--- config.mk ---
export PLATFORM = sky130hd
export DESIGN_NAME = ckdiv_gated_out
export DESIGN_NICKNAME = d
export VERILOG_FILES = /design/src/rtl/ckdiv_pkg.sv /design/src/rtl/ckdiv_halfcnt.sv /design/src/rtl/ckdiv_gate.sv /design/src/rtl/ckdiv_gated_out.sv
export SDC_FILE = /design/constraint.sdc
export NUM_CORES = 1
export LEC_CHECK = 0
export ABC_AREA = 1
export BUFFER_PORTS_ARGS = -buffer_cell sky130_fd_sc_hd__buf_4
export CAP_MARGIN = 20
export CORE_MARGIN = 3
export CORE_UTILIZATION = 56
export CTS_BUF_LIST = sky130_fd_sc_hd__clkbuf_8 sky130_fd_sc_hd__clkbuf_16
export CTS_CLUSTER_DIAMETER = 200
export DETAILED_ROUTE_END_ITERATION = 8
export MAX_ROUTING_LAYER = met4
export PLACE_DENSITY = 0.77
export SYNTH_ARGS = -nofsm -noshare
export SYNTH_HDL_FRONTEND = slang
export SYNTH_SLANG_ARGS = --single-unit
--- constraint.sdc ---
create_clock -name clk -period 2.05 [get_ports clk]
set_clock_uncertainty 0.15 [all_clocks]
set_input_delay 0.1025 -clock clk [delete_from_list [all_inputs] [get_ports clk]]
set_output_delay 0.1025 -clock clk [all_outputs]
set_load 0.02 [all_outputs]
--- src/rtl/ckdiv_pkg.sv ---
package ckdiv_pkg;

    typedef enum logic [1:0] {
        PH_IDLE = 2'd0,
        PH_HIGH = 2'd1,
        PH_LOW  = 2'd2
    } phase_e;

    typedef struct packed {
        phase_e phase;
        logic   level;
    } gate_st_t;

endpackage

--- src/rtl/ckdiv_halfcnt.sv ---
// Counts core cycles within one half period and flags the last cycle of it.
// A limit of zero wraps at 2**DIV_W through modular arithmetic.
module ckdiv_halfcnt #(
    parameter int DIV_W = 8
) (
    input  logic             clk,
    input  logic             rst_n,
    input  logic             active_i,
    input  logic [DIV_W-1:0] div_i,
    output logic             wrap_o
);
    typedef struct packed {
        logic [DIV_W-1:0] cnt;
        logic [DIV_W-1:0] lim;
    } cnt_st_t;

    cnt_st_t st_d, st_q;
    logic    last;

    assign last   = (st_q.cnt == st_q.lim - DIV_W'(1));
    assign wrap_o = active_i && last;

    always_comb begin
        st_d = st_q;
        if (!active_i) begin
            st_d.cnt = '0;
            st_d.lim = div_i;
        end else if (last) begin
            st_d.cnt = '0;
            st_d.lim = div_i;
        end else begin
            st_d.cnt = st_q.cnt + DIV_W'(1);
        end
    end

    always_ff @(posedge clk or negedge rst_n) begin
        if (!rst_n) st_q <= '0;
        else        st_q <= st_d;
    end

    // count never passes the latched limit (limit 0 means full range)
    a_r2_cnt_in_range: assert property (@(posedge clk) disable iff (!rst_n)
        (st_q.lim == '0) || (st_q.cnt < st_q.lim));

    // limit only changes at a boundary or while idle
    a_r8_lim_held: assert property (@(posedge clk) disable iff (!rst_n)
        (active_i && !last) |=> $stable(st_q.lim));

endmodule

--- src/rtl/ckdiv_gate.sv ---
// Phase sequencer: start into a full high phase, stop only at a low boundary.
module ckdiv_gate
    import ckdiv_pkg::*;
(
    input  logic clk,
    input  logic rst_n,
    input  logic run_ok_i,
    input  logic wrap_i,
    output logic active_o,
    output logic level_o
);
    gate_st_t st_d, st_q;

    always_comb begin
        st_d = st_q;
        unique case (st_q.phase)
            PH_IDLE: if (run_ok_i) st_d.phase = PH_HIGH;
            PH_HIGH: if (wrap_i)   st_d.phase = PH_LOW;
            PH_LOW:  if (wrap_i)   st_d.phase = run_ok_i ? PH_HIGH : PH_IDLE;
            default:               st_d.phase = PH_IDLE;
        endcase
        st_d.level = (st_d.phase == PH_HIGH);
    end

    always_ff @(posedge clk or negedge rst_n) begin
        if (!rst_n) st_q <= '{phase: PH_IDLE, level: 1'b0};
        else        st_q <= st_d;
    end

    assign active_o = (st_q.phase != PH_IDLE);
    assign level_o  = st_q.level;

    // no rising edge while the run condition is false
    a_r5_no_rise_gated: assert property (@(posedge clk) disable iff (!rst_n)
        (!st_q.level && !run_ok_i) |=> !st_q.level);

    // the phase only moves at a counter boundary while running
    a_r2_phase_held: assert property (@(posedge clk) disable iff (!rst_n)
        (active_o && !wrap_i) |=> $stable(st_q.phase));

    // a high phase always ends into a low phase, never straight to idle
    a_r5_high_to_low: assert property (@(posedge clk) disable iff (!rst_n)
        (st_q.phase == PH_HIGH && wrap_i) |=> (st_q.phase == PH_LOW));

endmodule

--- src/rtl/ckdiv_gated_out.sv ---
module ckdiv_gated_out #(
    parameter int DIV_W = 8
) (
    input  logic             clk,
    input  logic             rst_n,
    input  logic [DIV_W-1:0] div_val,
    input  logic             clk_en,
    input  logic             configured,
    input  logic             suspended,
    output logic             clk_out
);
    logic run_ok;
    logic active;
    logic wrap;

    assign run_ok = clk_en && configured && !suspended;

    ckdiv_halfcnt #(.DIV_W(DIV_W)) u_cnt (
        .clk      (clk),
        .rst_n    (rst_n),
        .active_i (active),
        .div_i    (div_val),
        .wrap_o   (wrap)
    );

    ckdiv_gate u_gate (
        .clk      (clk),
        .rst_n    (rst_n),
        .run_ok_i (run_ok),
        .wrap_i   (wrap),
        .active_o (active),
        .level_o  (clk_out)
    );

    // stopped and run condition true -> output high on the next edge
    a_r4_start_high: assert property (@(posedge clk) disable iff (!rst_n)
        (!active && run_ok) |=> clk_out);

    // not configured keeps the output from rising
    a_r7_unconfigured_low: assert property (@(posedge clk) disable iff (!rst_n)
        (!clk_out && !configured) |=> !clk_out);

endmodule

==> results of run 1 <==
worst max-delay path by stage:
stage / start / endpoint / slack, ns / cells after the start
2_1_floorplan: u_cnt.st_q[0]$_DFFE_PN0P_ / u_cnt.st_q[15]$_DFF_PN0_ / 0.16 / 11
5_1_grt: u_cnt.st_q[1]$_DFFE_PN0P_ / u_gate.level_o$_DFF_PN0_ / -0.10 / 15
3_5_place_dp: u_cnt.st_q[1]$_DFFE_PN0P_ / u_cnt.st_q[5]$_DFFE_PN0P_ / -0.02 / 14
4_1_cts: u_cnt.st_q[1]$_DFFE_PN0P_ / u_cnt.st_q[7]$_DFFE_PN0P_ / 0.004 / 14
6_report: u_cnt.st_q[1]$_DFFE_PN0P_ / u_gate.st_q[1]$_DFF_PN0_ / 0.001 / 15
3_3_place_gp: u_cnt.st_q[1]$_DFFE_PN0P_ / u_cnt.st_q[0]$_DFFE_PN0P_ / 0.05 / 14
cell type report:
cell class,instances,share of cell area (%)
clock inverter,1,0.247
multi-input combinational,125,43.7
clock buffer,3,2.72
inverter,24,5.93
timing repair buffer,25,13.8
tap,27,2.22
sequential,19,31.3
metrics by stage:
stage	hold slack [ns]	power, mW	instances	utilization, %
floorplan	-0.343	1.45	169	-
global placement	-0.165	1.61	208	66.4
detailed placement	-0.163	1.66	208	66.4
CTS	0.0480	1.96	222	73.7
global route	0.100	2.31	224	76.6
finish	0.0789	2.11	224	76.6
power by group through the flow:
| stage | sequential (mW) | combinational [mW] | clock [mW] |
|---|---|---|---|
| 3_5_place_dp | 0.670 | 0.995 | 0 |
| 5_1_grt | 0.703 | 1.34 | 0.268 |
| 3_3_place_gp | 0.661 | 0.951 | 0 |
| 4_1_cts | 0.670 | 1.04 | 0.253 |
| 2_1_floorplan | 0.633 | 0.812 | 0 |
| 6_report | 0.681 | 1.18 | 0.249 |
worst max-delay path: stages (launching register included):
cell and delay [ns]:
dfrtp_1 0.40, inv_2 0.07, ha_4 0.27, inv_2 0.03, nand2_1 0.04, nand2_1 0.06, nor2_2 0.13, nand2_1 0.06
nor2_1 0.10, nand2_1 0.07, nor2_2 0.17, nand2_2 0.14, nand2_2 0.11, nand2_2 0.05, nand2_2 0.07, inv_2 0.03
cell families after synthesis:
group / count (synthesis) / synth area share (%)
AND/OR/NAND/NOR: 112 / 41.8
buffers and inverters: 26 / 8.82
flip-flops: 19 / 39.9
XOR/XNOR: 7 / 5.15
AO/OA/AOI/OAI: 3 / 2.21
adder cells (fa/ha/maj): 2 / 2.10
flip-flops by register name (all words and copies together), names as in the netlist:
register,count
u_gate.st_q,2
u_gate.level_o,1
u_cnt.st_q,16
metal layers:
layer  GRT usage (%)  wire length [um]
met2            38.1              1420
met3            1.72                86
met5               -                 0
met4            9.61                28
met1            30.2              1200
timing repair:
item	in CTS	in global routing
gates cloned	1	0
resized for setup	1	15
endpoints found under the hold margin	27	0
hold buffers	9	0
buffers inserted	0	2
endpoints found under the setup margin	10	19
pin swaps	0	15
cells in the mapped netlist, drive strengths merged:
| cell | number | area share, % |
|---|---|---|
| nand3 | 22 | 11 |
| o21ai | 3 | 2.2 |
| or3 | 1 | 0.53 |
| inv | 24 | 7.6 |
| or2 | 1 | 0.53 |
| nand3b | 1 | 0.63 |
| ha | 2 | 2.1 |
| nand2 | 60 | 20 |
| buf | 2 | 1.3 |
| xnor2 | 3 | 2.2 |
| dfrtp | 19 | 40 |
| nor2 | 24 | 8.6 |
| nor3 | 3 | 1.3 |
| xor2 | 4 | 2.9 |
==> metrics.yaml, run 1 <==
worst_setup_path:
  crit_path_start_kind: "flip-flop"
  timing_worst_setup_path_type: "reg2reg"
  crit_path_max_fanout: 4
  r2r_end: "u_gate.st_q[1]$_DFF_PN0_"
  timing.reg2reg.setup_slack_ns: 0.001
  endpoint_kind: "flip-flop"
  worst-endpoint-required_ns: 2.05
  r2r_start: "u_cnt.st_q[1]$_DFFE_PN0P_"
  reg2reg_depth: 15
  cp.arrival_ns: 2.05
hold_path:
  min-delay-start: "suspended"
  whs_endpoint: "u_gate.level_o$_DFF_PN0_"
  worstHoldPathCells: 5
  hold_path_class: "in2reg"
detailed_routing:
  finalWirelength_um: 2730
  post-route-drc-count: 0
  vias: 1137
  firstDrtPassIters: 4
  drt-vias-per-instance: 5.08
  dr_wl_cell_um: 12.2
  initialDrtViolationCount: 29
  ant_nets: 0
synthesis:
  synth_seq_cells: 19
  synth.distinct_cells: 20
  synthesis.yosys.warnings: 0
  synth_cell_area_sq_mm: 0.00119
  post_synthesis_net_count: 184
  syn-mean-instance-area_sq_um: 7.05
  seq_area_frac_synth_pct: 39.9
  synth_cells: 169
global_routing:
  global_route.usage.total_pct: 23.4
  number_of_antenna_violations_at_the_first_check_in_global_routing: 0
  grt_pass1_vias: 1087
  pin_count_of_the_biggest_net_entering_global_routing: 20
  globalRouteOverflowTotal: 0
  first_pass_grt_wire_length_um: 4570
final_layout:
  multi_input_area_sq_um: 664
  nets: 213
  seq_area_sq_um: 475
  layout.cells.most_common: "nand2_1"
  layout_common_cells: "52 x nand2_1, 19 x nand3_1, 19 x dfrtp_1"
  finish.instance_area_sq_mm: 0.00152
  n_antenna_cell: 0
  layout-area-overhead-vs-synth_pct: 27.5
  post_route_cells_drive_above_1_share_pct: 24.9
  n_fill_cell: 139
sta:
  relSlewSlack_pct: 77.5
  timing.final.max_slew_violations: 0
  least_margin_pin_slew_ns: 0.336
  final_worst_slack_ns: 0.00102
  max_freq_ghz: 0.488
  totalNegativeSetupSlack_ns: 0
  post-route-period-util_pct: 100
  layout_min_cycle_time_ns: 2.05
  setup_violations: 0
  rsz0062_at_grt: "true"
  timing_hold_violations_final: 0
clocking:
  clk_transition_reported_paths_ns: 0.07
  cts-root-buf: "clkbuf_8"
  ctsLongestPathBuffers: 2
  cts.sinks: 19
  cts_inserted_buffers: 3
  cts_tree: "yes"
  worst_skew_pair.late_latency_ns: 0.25
  cts.htree.levels: 1
power_and_ir_drop:
  internal_mw: 1.11
  power_frac_seq_pct: 32.2
  power.clock.fraction_pct: 11.8
  peakVddDrop_uv: 999
  power.share.switching_pct: 47.4
  powerDensity_mw_per_mm2: 1390
  p_switching_mw: 1.00
  leakagePower_nw: 0.783
  power.share.combinational_pct: 56.0
die:
  fp.dieW_um: 52.1
  die_area_sq_mm: 0.00272
  die_height_um: 52.1
  io_pins: 14
  placement_rows: 16
  floorplan.initialDensity_pct: 60.1
  core-area_sq_mm: 0.00198
place:
  pre_cts_ws_ns: -0.0249
  place.detailed.hpwl_um: 1920
  detailed_place.area_sq_mm: 0.00132
  buffer_ports.inserted: 13
  gpl.final_weighted_congestion: 0.793
flow_run:
  timing.max_cap.violations: 0
run_status:
  outcome: "complete, no violations"
Note: power is estimated with default switching activity, not from simulation.
==> run 2: changes to the inputs <==
- CELL_PAD_IN_SITES_DETAIL_PLACEMENT: unset -> 0
- CELL_PAD_IN_SITES_GLOBAL_PLACEMENT: unset -> 2
- CORE_UTILIZATION: 56 -> 32
- MAX_ROUTING_LAYER: met4 -> unset
- PLACE_DENSITY: 0.77 -> unset
- PLACE_DENSITY_LB_ADDON: unset -> 0.1
==> metrics.yaml, run 2 (same netlist as run 1, synthesis figures left out) <==
worst_setup_path:
  timing.reg2reg.setup_slack_ns: 0.12  # +0.12 ns
  crit_path_start_kind: "flip-flop"
  crit_path_top_delay_cell: "dfrtp_1"
  cp.arrival_ns: 1.98  # -0.07 ns
  endpoint_kind: "flip-flop"
  worst-endpoint-required_ns: 2.10  # +0.05 ns
  reg2reg_depth: 14  # -1
  max_stage_delay_ns: 0.38  # -0.02 ns
  r2r_end: "u_cnt.st_q[1]$_DFFE_PN0P_"
  path_common_cell: "nand2_1"
  cp_cell_sequence: "inv_2 > ha_4 > inv_2 > nand2_1 > nand2_1 > nor2_2 > nand2_1 > nor2_2 > nand2_2 > nor2_4 > nand2_4 > o21ai_4 > nand2_1 > nand2_1"
  crit_path_max_fanout: 7  # +3
  r2r_start: "u_cnt.st_q[1]$_DFFE_PN0P_"
  timing_worst_setup_path_type: "reg2reg"
final_layout:
  finalNonFillerCells: 245  # +9.4%
  regMostFlops: "u_cnt.st_q"
  layout.cells.most_common: "nand2_1"
  multi_input_area_sq_um: 682  # +2.6%
  seq_area_sq_um: 475  # unchanged
  n_fill_cell: 364  # +160%
  layout_common_cells: "52 x nand2_1, 21 x inv_1, 19 x nand3_1, 19 x dfrtp_1, 18 x buf_4"
  post_route_cells_drive_above_1_share_pct: 24.6  # -0.25 points
  n_antenna_cell: 0  # unchanged
  nets: 215  # +0.94%
  final_core_utilization_pct: 45.5  # -31 points
  layout-area-overhead-vs-synth_pct: 32.4
  flip_flop_count_of_the_largest_register_all_copies_and_words_added: 16  # unchanged
die:
  floorplan.initialDensity_pct: 34.3  # -26 points
  die_area_sq_mm: 0.00449  # +65%
  io_pins: 14  # unchanged
  core-area_sq_mm: 0.00347  # +75%
  placement_rows: 21  # +5
  fp.dieW_um: 67.0  # +29%
  die_height_um: 67.0  # +29%
global_routing:
  pin_count_of_the_biggest_net_entering_global_routing: 20  # unchanged
  number_of_antenna_violations_at_the_first_check_in_global_routing: 0  # unchanged
  grt_pass1_vias: 1135  # +4.4%
  first_pass_grt_wire_length_um: 4870  # +6.5%
  globalRouteOverflowTotal: 0  # unchanged
  global_route.usage.total_pct: 14.5  # -8.9 points
detailed_routing:
  firstDrtPassIters: 4  # unchanged
  ant_nets: 0  # unchanged
  dr_wl_cell_um: 11.3  # -7.4%
  finalWirelength_um: 2770  # +1.3%
  drt-vias-per-instance: 4.39  # -13%
  vias: 1076  # -5.4%
  initialDrtViolationCount: 41  # +41%
  post-route-drc-count: 0  # unchanged
sta:
  timing.final.max_slew_violations: 0  # unchanged
  totalNegativeSetupSlack_ns: 0  # unchanged
  final_worst_slack_ns: 0.118  # +0.117 ns
  post-route-period-util_pct: 94.2  # -5.7 points
  max_freq_ghz: 0.518  # +6.1%
  timing_hold_violations_final: 0  # unchanged
  setup_violations: 0  # unchanged
  relSlewSlack_pct: 79.1  # +1.7 points
  layout_min_cycle_time_ns: 1.93  # -0.117 ns
  hold_ws_ns: 0.0556  # -0.0234 ns
  least_margin_pin_slew_ns: 0.310  # -0.0252 ns
  rsz0062_at_grt: "true"
clocking:
  ctsLongestPathBuffers: 2  # unchanged
  cts_inserted_buffers: 3  # unchanged
  cts-root-buf: "clkbuf_8"
  cts.sinks: 19  # unchanged
  cts_tree: "yes"
  cts.htree.levels: 1  # unchanged
  clk_transition_reported_paths_ns: 0.07  # about the same
  worst_skew_pair.late_latency_ns: 0.25  # about the same
place:
  place.detailed.hpwl_um: 2080  # +8.4%
  pre_cts_ws_ns: -0.0276  # -0.00268 ns
  gpl.final_weighted_congestion: 0.783  # -1.3%
  place.detailed.instances: 230  # +11%
  buffer_ports.inserted: 13  # unchanged
flow_run:
  timing.max_cap.violations: 0  # unchanged
run_status:
  outcome: "complete, no violations"
hold_path:
  worstHoldPathCells: 5  # unchanged
  hold_path_class: "in2reg"
  whs_endpoint: "u_gate.st_q[1]$_DFF_PN0_"
  min-delay-start: "suspended"
power_and_ir_drop:
  leakagePower_nw: 0.810  # +3.4%
  powerDensity_mw_per_mm2: 1390  # -0.20%
  peakVddDrop_uv: 609  # -39%
-- run 2: cell count changes in the layout (fill, tap and decap cells not counted), sizes merged --
cell / previous run / this run
inv: 25 / 24
buf: 16 / 18
clkinv: 0 / 1
-- run 2: metal layers --
layer | GRT usage (%) | share of wire [%] | up-vias
li1 | - | - | 581
met1 | 18.1 | 50 | 480
met2 | 25.5 | 47 | 13
met3 | 1.52 | 1.6 | 2
met4 | 5.32 | 0.51 | 0
met5 | 0 | 0 | -
-- run 2: critical path, delay by kind of cell, from the launching register on --
kind	cells	cell delay (ns)
AOI/OAI and AO/OA	1	0.12
adders and majority gates	1	0.27
buffers and inverters	2	0.07
DFF	1	0.38
and+or+nand+nor	10	0.86
-- run 2: metrics by stage --
step                cell area, sq um  total power [mW]
floorplan                       1190              1.45
global placement                1360              1.71
detailed placement              1360              1.72
CTS                             1510              2.05
global route                    1580              2.41
finish                          1580              2.19
-- run 2: repair_timing --
action,CTS,global route
hold buffers,9,0
gates resized for setup,1,16
gates cloned,1,0
pin swaps,0,6
setup endpoints to repair,7,19
hold endpoints to repair,27,0
buffers inserted,0,1
-- run 2: area by class of cell --
class	count	share of cell area, %
flip-flops and latches	19	30.2
inverters	24	5.71
clock inverters	1	0.317
well taps	46	3.65
repair buffers	27	14.3
multi-input cells	125	43.3
clock buffers	3	2.62
-- run 2: worst max path at each step --
stage	startpoint	endpoint	slack (ns)
floorplan	u_cnt.st_q[0]$_DFFE_PN0P_	u_cnt.st_q[15]$_DFF_PN0_	0.16
global placement	u_cnt.st_q[1]$_DFFE_PN0P_	u_cnt.st_q[1]$_DFFE_PN0P_	0.02
detailed placement	u_cnt.st_q[1]$_DFFE_PN0P_	u_cnt.st_q[1]$_DFFE_PN0P_	-0.03
CTS	u_cnt.st_q[1]$_DFFE_PN0P_	u_cnt.st_q[1]$_DFFE_PN0P_	-0.01
global route	u_cnt.st_q[1]$_DFFE_PN0P_	u_cnt.st_q[7]$_DFFE_PN0P_	-0.06
finish	u_cnt.st_q[1]$_DFFE_PN0P_	u_cnt.st_q[1]$_DFFE_PN0P_	0.12
-- run 2: where the power goes --
part	internal [mW]	switching (mW)
logic	0.500	0.744
registers	0.503	0.180
clock network	0.135	0.127
